[config.mk]
export PLATFORM = sky130hd
export DESIGN_NAME = bsr_readout
export DESIGN_NICKNAME = d
export VERILOG_FILES = /design/src/rtl/bsr_pkg.sv /design/src/rtl/bsr_therm2bin.sv /design/src/rtl/bsr_col_weight.sv /design/src/rtl/bsr_seq.sv /design/src/rtl/bsr_readout.sv
export SDC_FILE = /design/constraint.sdc
export NUM_CORES = 1
export LEC_CHECK = 0
export BUFFER_PORTS_ARGS = -buffer_cell sky130_fd_sc_hd__buf_2
export CAP_MARGIN = 20
export CORE_MARGIN = 1.5
export CORE_UTILIZATION = 40
export CTS_BUF_LIST = sky130_fd_sc_hd__clkbuf_8
export CTS_CLUSTER_DIAMETER = 50
export CTS_CLUSTER_SIZE = 25
export DETAILED_ROUTE_END_ITERATION = 10
export GPL_TIMING_DRIVEN = 0
export SYNTH_ARGS = -nofsm -noshare
export SYNTH_HDL_FRONTEND = slang
export SYNTH_HIERARCHICAL = 1
export SYNTH_SLANG_ARGS = --single-unit
[constraint.sdc]
create_clock -name clk -period 6 [get_ports clk]
set_input_delay 0.6 -clock clk [delete_from_list [all_inputs] [get_ports clk]]
set_output_delay 0.6 -clock clk [all_outputs]
set_load 0.02 [all_outputs]
[src/rtl/bsr_pkg.sv]
package bsr_pkg;

    typedef enum logic {
        PH_IDLE = 1'b0,
        PH_RUN  = 1'b1
    } bsr_phase_e;

endpackage

[src/rtl/bsr_therm2bin.sv]
// Thermometer to binary: count = index of highest set bit + 1.
module bsr_therm2bin #(
    parameter int ROWS  = 128,
    parameter int CNT_W = 8
) (
    input  logic [ROWS-1:0]  therm,
    output logic [CNT_W-1:0] count
);

    always_comb begin
        count = '0;
        for (int i = 0; i < ROWS; i++) begin
            if (therm[i]) begin
                count = CNT_W'(i + 1);
            end
        end
    end

endmodule

[src/rtl/bsr_col_weight.sv]
// Column significance weighting: sum of count_j << (base + j).
module bsr_col_weight #(
    parameter int CNT_W = 8,
    parameter int NCONV = 1,
    parameter int COL_W = 3,
    parameter int SUM_W = 16
) (
    input  logic [NCONV*CNT_W-1:0] counts,
    input  logic [COL_W-1:0]       col_base,
    output logic [SUM_W-1:0]       sum
);

    always_comb begin
        sum = '0;
        for (int j = 0; j < NCONV; j++) begin
            sum = sum + (SUM_W'(counts[j*CNT_W +: CNT_W]) << (int'(col_base) + j));
        end
    end

endmodule

[src/rtl/bsr_seq.sv]
// Step sequencer: walks (activation bit, column) pairs, emits done.
module bsr_seq
    import bsr_pkg::*;
#(
    parameter int  STEPS  = 64,
    parameter int  COL_W  = 3,
    parameter int  ABIT_W = 3,
    parameter bit  SHARED = 1'b1
) (
    input  logic              clk,
    input  logic              rst_n,
    input  logic              start,
    output logic              busy,
    output logic              clear,
    output logic              last,
    output logic              done,
    output logic [ABIT_W-1:0] act_bit,
    output logic [COL_W-1:0]  col_sel
);

    localparam int STEP_W = $clog2(STEPS);
    localparam logic [STEP_W-1:0] LAST_STEP = STEP_W'(STEPS - 1);

    typedef struct packed {
        bsr_phase_e        ph;
        logic [STEP_W-1:0] step;
        logic              done;
    } seq_t;

    seq_t st_q, st_d;

    always_comb begin
        st_d      = st_q;
        st_d.done = 1'b0;
        case (st_q.ph)
            PH_IDLE: begin
                if (start) begin
                    st_d.ph   = PH_RUN;
                    st_d.step = '0;
                end
            end
            PH_RUN: begin
                if (st_q.step == LAST_STEP) begin
                    st_d.ph   = PH_IDLE;
                    st_d.step = '0;
                    st_d.done = 1'b1;
                end else begin
                    st_d.step = st_q.step + 1'b1;
                end
            end
            default: st_d.ph = PH_IDLE;
        endcase
    end

    always_ff @(posedge clk) begin
        if (!rst_n) begin
            st_q <= '{ph: PH_IDLE, step: '0, done: 1'b0};
        end else begin
            st_q <= st_d;
        end
    end

    assign busy  = (st_q.ph == PH_RUN);
    assign clear = !busy && start;
    assign last  = busy && (st_q.step == LAST_STEP);
    assign done  = st_q.done;

    generate
        if (SHARED) begin : g_shared
            assign col_sel = st_q.step[COL_W-1:0];
            assign act_bit = st_q.step[COL_W +: ABIT_W];
        end else begin : g_dedicated
            assign col_sel = '0;
            assign act_bit = st_q.step[ABIT_W-1:0];
        end
    endgenerate

    // completion lasts one cycle
    a_r5_done_single: assert property (@(posedge clk) disable iff (!rst_n)
        done |=> !done);

    // completion only follows the final step of a run
    a_r5_done_after_last: assert property (@(posedge clk) disable iff (!rst_n)
        done |-> !busy && $past(busy) && ($past(st_q.step) == LAST_STEP));

    // a start while running does not disturb stepping
    a_r6_start_ignored: assert property (@(posedge clk) disable iff (!rst_n)
        (busy && start && (st_q.step != LAST_STEP)) |=>
            busy && (st_q.step == $past(st_q.step) + STEP_W'(1)));

    // steps advance by one inside a run
    a_r3_step_order: assert property (@(posedge clk) disable iff (!rst_n)
        (busy && $past(busy)) |-> (st_q.step == $past(st_q.step) + STEP_W'(1)));

endmodule

[src/rtl/bsr_readout.sv]
// Bit-serial shift-and-add readout for one weight group.
module bsr_readout #(
    parameter int ROWS   = 128,
    parameter int WBITS  = 8,
    parameter int ABITS  = 8,
    parameter bit SHARED = 1'b1
) (
    input  logic                                         clk,
    input  logic                                         rst_n,
    input  logic                                         start,
    input  logic [(SHARED ? 1 : WBITS)*ROWS-1:0]         therm_in,
    output logic [$clog2(ABITS)-1:0]                     act_bit,
    output logic [$clog2(WBITS)-1:0]                     col_sel,
    output logic                                         busy,
    output logic                                         done,
    output logic [$clog2(ROWS+1)+WBITS+ABITS-1:0]        result
);

    localparam int NCONV  = SHARED ? 1 : WBITS;
    localparam int CNT_W  = $clog2(ROWS + 1);
    localparam int COL_W  = $clog2(WBITS);
    localparam int ABIT_W = $clog2(ABITS);
    localparam int STEPS  = SHARED ? WBITS * ABITS : ABITS;
    localparam int SUM_W  = CNT_W + WBITS;
    localparam int ACC_W  = CNT_W + WBITS + ABITS;

    logic                   clear, last;
    logic [NCONV*CNT_W-1:0] cnt_vec;
    logic [COL_W-1:0]       col_base;
    logic [SUM_W-1:0]       col_sum;
    logic [ACC_W-1:0]       term;

    bsr_seq #(
        .STEPS  (STEPS),
        .COL_W  (COL_W),
        .ABIT_W (ABIT_W),
        .SHARED (SHARED)
    ) u_seq (
        .clk     (clk),
        .rst_n   (rst_n),
        .start   (start),
        .busy    (busy),
        .clear   (clear),
        .last    (last),
        .done    (done),
        .act_bit (act_bit),
        .col_sel (col_sel)
    );

    generate
        for (genvar g = 0; g < NCONV; g++) begin : g_conv
            bsr_therm2bin #(
                .ROWS  (ROWS),
                .CNT_W (CNT_W)
            ) u_t2b (
                .therm (therm_in[g*ROWS +: ROWS]),
                .count (cnt_vec[g*CNT_W +: CNT_W])
            );
        end
        if (SHARED) begin : g_base_sh
            assign col_base = col_sel;
        end else begin : g_base_ded
            assign col_base = '0;
        end
    endgenerate

    bsr_col_weight #(
        .CNT_W (CNT_W),
        .NCONV (NCONV),
        .COL_W (COL_W),
        .SUM_W (SUM_W)
    ) u_wgt (
        .counts   (cnt_vec),
        .col_base (col_base),
        .sum      (col_sum)
    );

    assign term = ACC_W'(col_sum) << act_bit;

    typedef struct packed {
        logic [ACC_W-1:0] acc;
        logic [ACC_W-1:0] res;
    } dp_t;

    dp_t dp_q, dp_d;

    always_comb begin
        dp_d = dp_q;
        if (clear) begin
            dp_d.acc = '0;
        end else if (busy) begin
            dp_d.acc = dp_q.acc + term;
        end
        if (last) begin
            dp_d.res = dp_q.acc + term;
        end
    end

    always_ff @(posedge clk) begin
        if (!rst_n) begin
            dp_q <= '0;
        end else begin
            dp_q <= dp_d;
        end
    end

    assign result = dp_q.res;

    // the sum never wraps inside a run
    a_r9_no_overflow: assert property (@(posedge clk) disable iff (!rst_n)
        (busy && $past(busy)) |-> (dp_q.acc >= $past(dp_q.acc)));

    // result moves only at completion
    a_r7_result_hold: assert property (@(posedge clk) disable iff (!rst_n)
        !done |-> $stable(result));

endmodule

==> flow_metrics.env, run 1 <==
export IMPL_synth_ff_type="dfxtp_1"
export IMPL_r2r_start="u_seq/col_sel[1]$_SDFFE_PN0P_"
export IMPL_wl_met3_um=1561
export IMPL_drt_total_wl_um=23600
export IMPL_cpMostUsedCell="o21ai_0"
export IMPL_drc=0
export IMPL_finalCriticalPeriod_ps=5618
export IMPL_cts_tree="yes"
export IMPL_ys_seq_area_share_pct=16.51
export IMPL_ir_drop_v=0.0001261
export IMPL_finalWorstSetupSlack_ps=381.5
export IMPL_rows=47
export IMPL_netlist_area_sq_um=6790
export IMPL_netlist_area_leader_share_pct=16.51
export IMPL_routabilityCongestion=0.9636
export IMPL_hp_start="result[7]$_SDFFE_PN0P_"
export IMPL_crit_arrival_ps=5900
export IMPL_drive_gt1_share_pct=22.94
export IMPL_synthArstFlopShare_pct=0
export IMPL_clk_latency_ps=350
export IMPL_relSlewSlack_pct=48.87
export IMPL_wire_per_inst_um=17.49
export IMPL_dp_hpwl_um=19040
export IMPL_numPortBuffers=162
export IMPL_fmax_ghz=0.1780
export IMPL_synth_warnings=6
export IMPL_area_growth_pct=17.47
export IMPL_cts_setup_buffers=0
export IMPL_die_w_um=133.3
export IMPL_highest_layer="met4"
export IMPL_dr_wl_met2_um=10520
export IMPL_grt_pass1_wl_um=38130
export IMPL_grt_overflow=0
export IMPL_hold_violations=0
export IMPL_grt_pass1_vias=7596
export IMPL_slowest_delay_ps=560
export IMPL_worstMarginPinSlew_ps=766.9
export IMPL_finish_utilization_pct=48.10
export IMPL_routed_via_density=6.024
export IMPL_ant_nets=0
export IMPL_core_sq_um=16580
export IMPL_h_tree_depth=2
export IMPL_status="finished, final reports clean"
export IMPL_worstSetupPathType="input port to flop"
export IMPL_grt_usage_pct=26.28
export IMPL_hold_path_depth=2
export IMPL_clock_skew_ps=19.33
export IMPL_die_h_um=133.3
export IMPL_crit_chain="buf_2 > or4_4 > nand2b_2 > a311oi_1 > o21ai_0 > a211oi_1 > o31ai_1 > mux2_4 > mux2i_1 > mux2i_1 > mux2_2 > or2_2 > o211ai_1 > o21ai_0 > ha_1 > clkbuf_1 > a21oi_1 > o21ai_0 > a221oi_1 > nand4_1 > o211ai_1"
export IMPL_reg2regPathDepth=15
export IMPL_rsz0062_at_grt="no"
export IMPL_num_nets_final=1284
export IMPL_period_share_pct=93.64
export IMPL_critPathCaptureType="flop"
export IMPL_drv_cap=0
export IMPL_antenna_found_initial=0
export IMPL_wl_met1_um=11030
export IMPL_drtPass1Iterations=5
export IMPL_hp_class="flop to flop"
export IMPL_fin_setup_tns_ps=0
export IMPL_netlist_cell_type_count=86
export IMPL_ff2ff_setup_slack_ps=1760
export IMPL_synth_edf_count=0
export IMPL_clk_pin_slew_ps=120
export IMPL_place_ws_ps=-38.96
export IMPL_netlist_top_cells_area="dfxtp_1 (17%), nor2_1 (5.7%), a21oi_1 (4.6%)"
export IMPL_synth_top_area_cell="dfxtp_1"
export IMPL_clockRootBuffer="clkbuf_8"
export IMPL_synth_area_per_cell_sq_um=7.081
export IMPL_r2r_end="result[21]$_SDFFE_PN0P_"
export IMPL_grt_max_degree=20
export IMPL_drtIter0Drc=595
export IMPL_synth_net_count=1115
export IMPL_p_leak_uw=0.003234
export IMPL_dieArea_sq_um=17770
export IMPL_critPathMaxFanout=10
export IMPL_synth_cells=959
export IMPL_setup_viol=0
export IMPL_min_delay_worst_endpoint="result[7]$_SDFFE_PN0P_"
export IMPL_worstPathRequired_ps=6280
export IMPL_maxSlewViolCount=0
export IMPL_cp_start_kind="input port"
export IMPL_whs_ps=474.6
export IMPL_power_density_nw_per_um2=114.4
export IMPL_ys_ff_latch=56
export IMPL_io_pins=163
export IMPL_cp_slowest_cell="or4_4"
export IMPL_cts_buffer_depth=2
export IMPL_cts_buffers=5
export IMPL_diodes=0
export IMPL_start_util_pct=40.95
export IMPL_vias=8126
export IMPL_clock_sinks=56
[Yosys cell counts, types with 9 or more instances]
cell and number:
buf_2 11, mux2i_1 25, a211oi_1 11, nor2_1 103
mux2_2 14, o31ai_1 11, nand3_1 50, or3_1 11
o22ai_1 12, clkbuf_1 34, a21o_1 13, dfxtp_1 56
a21oi_1 62, nor4_1 34, nand2b_1 9, and3_1 14
buf_4 27, nand4_1 24, inv_1 38, nand2_1 69
o211ai_1 36, ha_1 24, nor3_1 53, o21ai_0 49
[state kept, by name, summed over array words and instances, names as in the netlist]
signal / count
u_seq/done: 1
result: 24
u_seq/col_sel: 3
u_seq/busy: 1
u_seq/act_bit: 3
dp_q: 24
[critical path: cells and delay by family]
family          cells  cell delay [ps]
buf+inv             2              330
compound gates     10             2540
mux                 4              900
fa+ha+maj           1              330
simple gates        4             1220
[metrics by stage]
| stage | instances | total power, uW | area [sq um] |
|---|---|---|---|
| 2_1_floorplan | 959 | 554.6 | 6790 |
| 3_3_place_gp | 1341 | 675.0 | 7876 |
| 3_5_place_dp | 1341 | 676.0 | 7876 |
| 4_1_cts | 1349 | 915.8 | 7973 |
| 5_1_grt | 1349 | 963.8 | 7976 |
| 6_report | 1349 | 912.4 | 7976 |
[cells by family (layout without fill, tap and decap cells)]
group,after synthesis,count (layout),synth area share (%)
buffers and inverters,120,290,8.660
AO/OA/AOI/OAI,291,291,30.22
multiplexers,46,46,7.997
XOR/XNOR,5,5,0.6450
other,1,1,0.05523
adder cells (fa/ha/maj),25,25,4.717
AND/OR/NAND/NOR,415,415,31.20
flip-flops,56,56,16.51
[what timing repair did]
item	CTS	global route
resized for setup	0	1
endpoints found under the setup margin	0	1
hold buffers	0	0
[worst max-delay path by stage]
| stage | startpoint | end | cells past startpoint |
|---|---|---|---|
| after global placement | therm_in[43] | result[13]$_SDFFE_PN0P_ | 19 |
| after floorplan | therm_in[43] | result[12]$_SDFFE_PN0P_ | 18 |
| after detailed placement | therm_in[43] | result[13]$_SDFFE_PN0P_ | 19 |
| after global routing | therm_in[17] | dp_q[45]$_SDFFE_PP0P_ | 21 |
| after CTS | therm_in[43] | result[13]$_SDFFE_PN0P_ | 19 |
| final | therm_in[43] | result[21]$_SDFFE_PN0P_ | 21 |
[cell type report]
type                       count  area, sq um
buffer                        80        437.9
clock buffer                   5        68.82
clock inverter                 3        27.53
fill                        1786         8607
inverter                      40        150.1
multi-input combinational    783         5085
sequential                    56         1121
tap                          220        275.3
timing repair buffer         162        810.8
[metal layers]
metal  global-route usage, %  up-vias
li1                        -     4012
met1                   36.76     3774
met2                   42.77      308
met3                   3.349       32
met4                   6.582        0
met5                       0        -
[cell usage in the layout (no fill, tap or decap), drive strengths merged, types with 24 or more instances in the layout]
cell type,n
a21oi,63
buf,208
clkbuf,39
dfxtp,56
ha,24
inv,41
mux2i,27
nand2,69
nand3,50
nand4,25
nor2,104
nor3,53
nor4,35
o211ai,37
o21ai,50
[power breakdown]
group	internal (uW)	leakage, uW	switching (uW)
sequential	377	0.000452	5.01
clock	86.3	0.0000463	153
combinational	111	0.00274	180
total	574	0.00323	338
Power figures use the tool's default switching activity.
==> run 2: changes to the inputs <==
--- a/config.mk
+++ b/config.mk
@@ -8,12 +8,13 @@
 export BUFFER_PORTS_ARGS = -buffer_cell sky130_fd_sc_hd__buf_2
 export CAP_MARGIN = 20
 export CORE_MARGIN = 1.5
-export CORE_UTILIZATION = 40
+export CORE_UTILIZATION = 45
 export CTS_BUF_LIST = sky130_fd_sc_hd__clkbuf_8
 export CTS_CLUSTER_DIAMETER = 50
 export CTS_CLUSTER_SIZE = 25
 export DETAILED_ROUTE_END_ITERATION = 10
 export GPL_TIMING_DRIVEN = 0
+export PLACE_DENSITY = 0.69
 export SYNTH_ARGS = -nofsm -noshare
 export SYNTH_HDL_FRONTEND = slang
 export SYNTH_HIERARCHICAL = 1
==> flow_metrics.env, run 2 (synthesized netlist as in run 1, its figures left out) <==
export IMPL_status="finished with violations"
export IMPL_violations="DRC"
export IMPL_ir_drop_v=0.00009964
export IMPL_crit_chain="buf_2 > or4_4 > nand2b_2 > a311oi_1 > o21ai_0 > a211oi_1 > o31ai_1 > mux2_4 > mux2i_1 > mux2i_1 > mux2_2 > or2_2 > o211ai_1 > o21ai_0 > ha_1 > clkbuf_1 > a21oi_1 > o21ai_0 > a221oi_1 > nand4_1 > o211ai_1"
export IMPL_clk_latency_ps=340
export IMPL_period_share_pct=93.33
export IMPL_num_nets_final=1284
export IMPL_postCtsHoldBufs=0
export IMPL_final_common_cell="buf_2"
export IMPL_drive_gt1_share_pct=22.94
export IMPL_numPortBuffers=162
export IMPL_clk_pin_slew_ps=100
export IMPL_drtPass1Iterations=11
export IMPL_drc=2
export IMPL_io_pins=163
export IMPL_cts_tree="yes"
export IMPL_hp_start="result[6]$_SDFFE_PN0P_"
export IMPL_r2r_end="dp_q[45]$_SDFFE_PP0P_"
export IMPL_grt_max_degree=18
export IMPL_ctsResizeCount=0
export IMPL_drv_cap=0
export IMPL_clock_sinks=56
export IMPL_min_delay_worst_endpoint="result[6]$_SDFFE_PN0P_"
export IMPL_cts_buffers=5
export IMPL_p_leak_uw=0.003236
export IMPL_grt_overflow=0
export IMPL_worstMarginPinSlew_ps=769.3
export IMPL_fin_setup_tns_ps=0
export IMPL_rows=44
export IMPL_clockRootBuffer="clkbuf_8"
export IMPL_setup_viol=0
export IMPL_start_util_pct=46.37
export IMPL_rsz0062_at_grt="no"
export IMPL_hold_violations=0
export IMPL_ant_nets=0
export IMPL_core_sq_um=14640
export IMPL_power_density_nw_per_um2=113.2
export IMPL_slowest_delay_ps=570
export IMPL_relSlewSlack_pct=48.72
export IMPL_reg2regPathDepth=15
export IMPL_drt_total_wl_um=22570
export IMPL_cpLargestDelayFamily="compound AO/OA/AOI/OAI gates"
export IMPL_cts_buffer_depth=2
export IMPL_wire_per_inst_um=17.19
export IMPL_worstSetupPathType="input port to flop"
export IMPL_crit_arrival_ps=5860
export IMPL_die_w_um=125.8
export IMPL_grt_pass1_vias=7563
export IMPL_grt_usage_pct=28.06
export IMPL_cp_start_kind="input port"
export IMPL_worstPathRequired_ps=6260
export IMPL_dieArea_sq_um=15840
export IMPL_hold_path_depth=2
export IMPL_routed_via_density=6.256
export IMPL_hp_class="flop to flop"
export IMPL_cp_slowest_cell="or4_4"
export IMPL_layout_common_cells="buf_2 (173), nor2_1 (103), nand2_1 (69)"
export IMPL_fmax_ghz=0.1786
export IMPL_r2r_start="u_seq/col_sel[1]$_SDFFE_PN0P_"
export IMPL_p_total_uw=896.8
export IMPL_area_growth_pct=16.68
export IMPL_dp_hpwl_um=18010
export IMPL_finalCriticalPeriod_ps=5600
export IMPL_clock_skew_ps=12.35
export IMPL_die_h_um=125.8
export IMPL_critPathMaxFanout=10
export IMPL_path_buf_inv=2
export IMPL_grt_pass1_wl_um=36820
export IMPL_cts_setup_buffers=0
export IMPL_vias=8214
export IMPL_critPathCaptureType="flop"
export IMPL_maxSlewViolCount=0
export IMPL_ff2ff_setup_slack_ps=1630
export IMPL_drtIter0Drc=831
export IMPL_diodes=0
export IMPL_cpMostUsedCell="o21ai_0"
export IMPL_nFillCells=1513
export IMPL_routabilityCongestion=0.9965
export IMPL_antenna_found_initial=0
export IMPL_h_tree_depth=2
export IMPL_cp_num_cells=21
## run 2: power breakdown
group	switching (uW)	internal, uW	total, uW	leakage (uW)
combinational	181	111	292	0.00274
sequential	5.07	377	382	0.000452
clock	141	82.0	223	0.0000479
## run 2: per-layer routing
layer	track usage, %	vias to the layer above	share of wire (%)
met5	0	-	0
met2	46.51	383	45
met3	3.823	56	7.3
met4	8.316	0	2.4
met1	38.03	3775	45
li1	-	4000	-
## run 2: layout make-up
cell class	count	area (sq um)	area share (%)
multi-input cells	783	5085	64.18
clock buffers	5	68.82	0.8686
well taps	184	230.2	2.906
clock inverters	3	18.77	0.2369
inverters	40	150.1	1.895
repair buffers	162	810.8	10.23
flip-flops and latches	56	1121	14.15
plain buffers	80	437.9	5.527
## run 2: how the worst max path moves through the flow
stage | start | to
after CTS | therm_in[43] | result[13]$_SDFFE_PN0P_
after global routing | therm_in[43] | dp_q[45]$_SDFFE_PP0P_
final | therm_in[43] | dp_q[45]$_SDFFE_PP0P_
after global placement | therm_in[43] | result[13]$_SDFFE_PN0P_
after detailed placement | therm_in[43] | result[13]$_SDFFE_PN0P_
after floorplan | therm_in[43] | result[12]$_SDFFE_PN0P_
## run 2: worst min-delay path, cell delays in order (launching register included)
cell and delay, ps:
dfxtp_1 320, nand2_1 60, a21oi_1 60
## run 2: per-stage QoR
stage	util (%)	worst slack [ps]	hold slack, ps	instances	cell area [sq um]
final	54.10	400.5	476.2	1313	7923
after global routing	54.10	58.33	506.8	1313	7923
after detailed placement	53.48	26.97	466.8	1305	7831
after CTS	54.08	367.3	481.5	1313	7919
after floorplan	-	1058	445.7	959	6790
after global placement	53.48	57.97	461.4	1305	7831
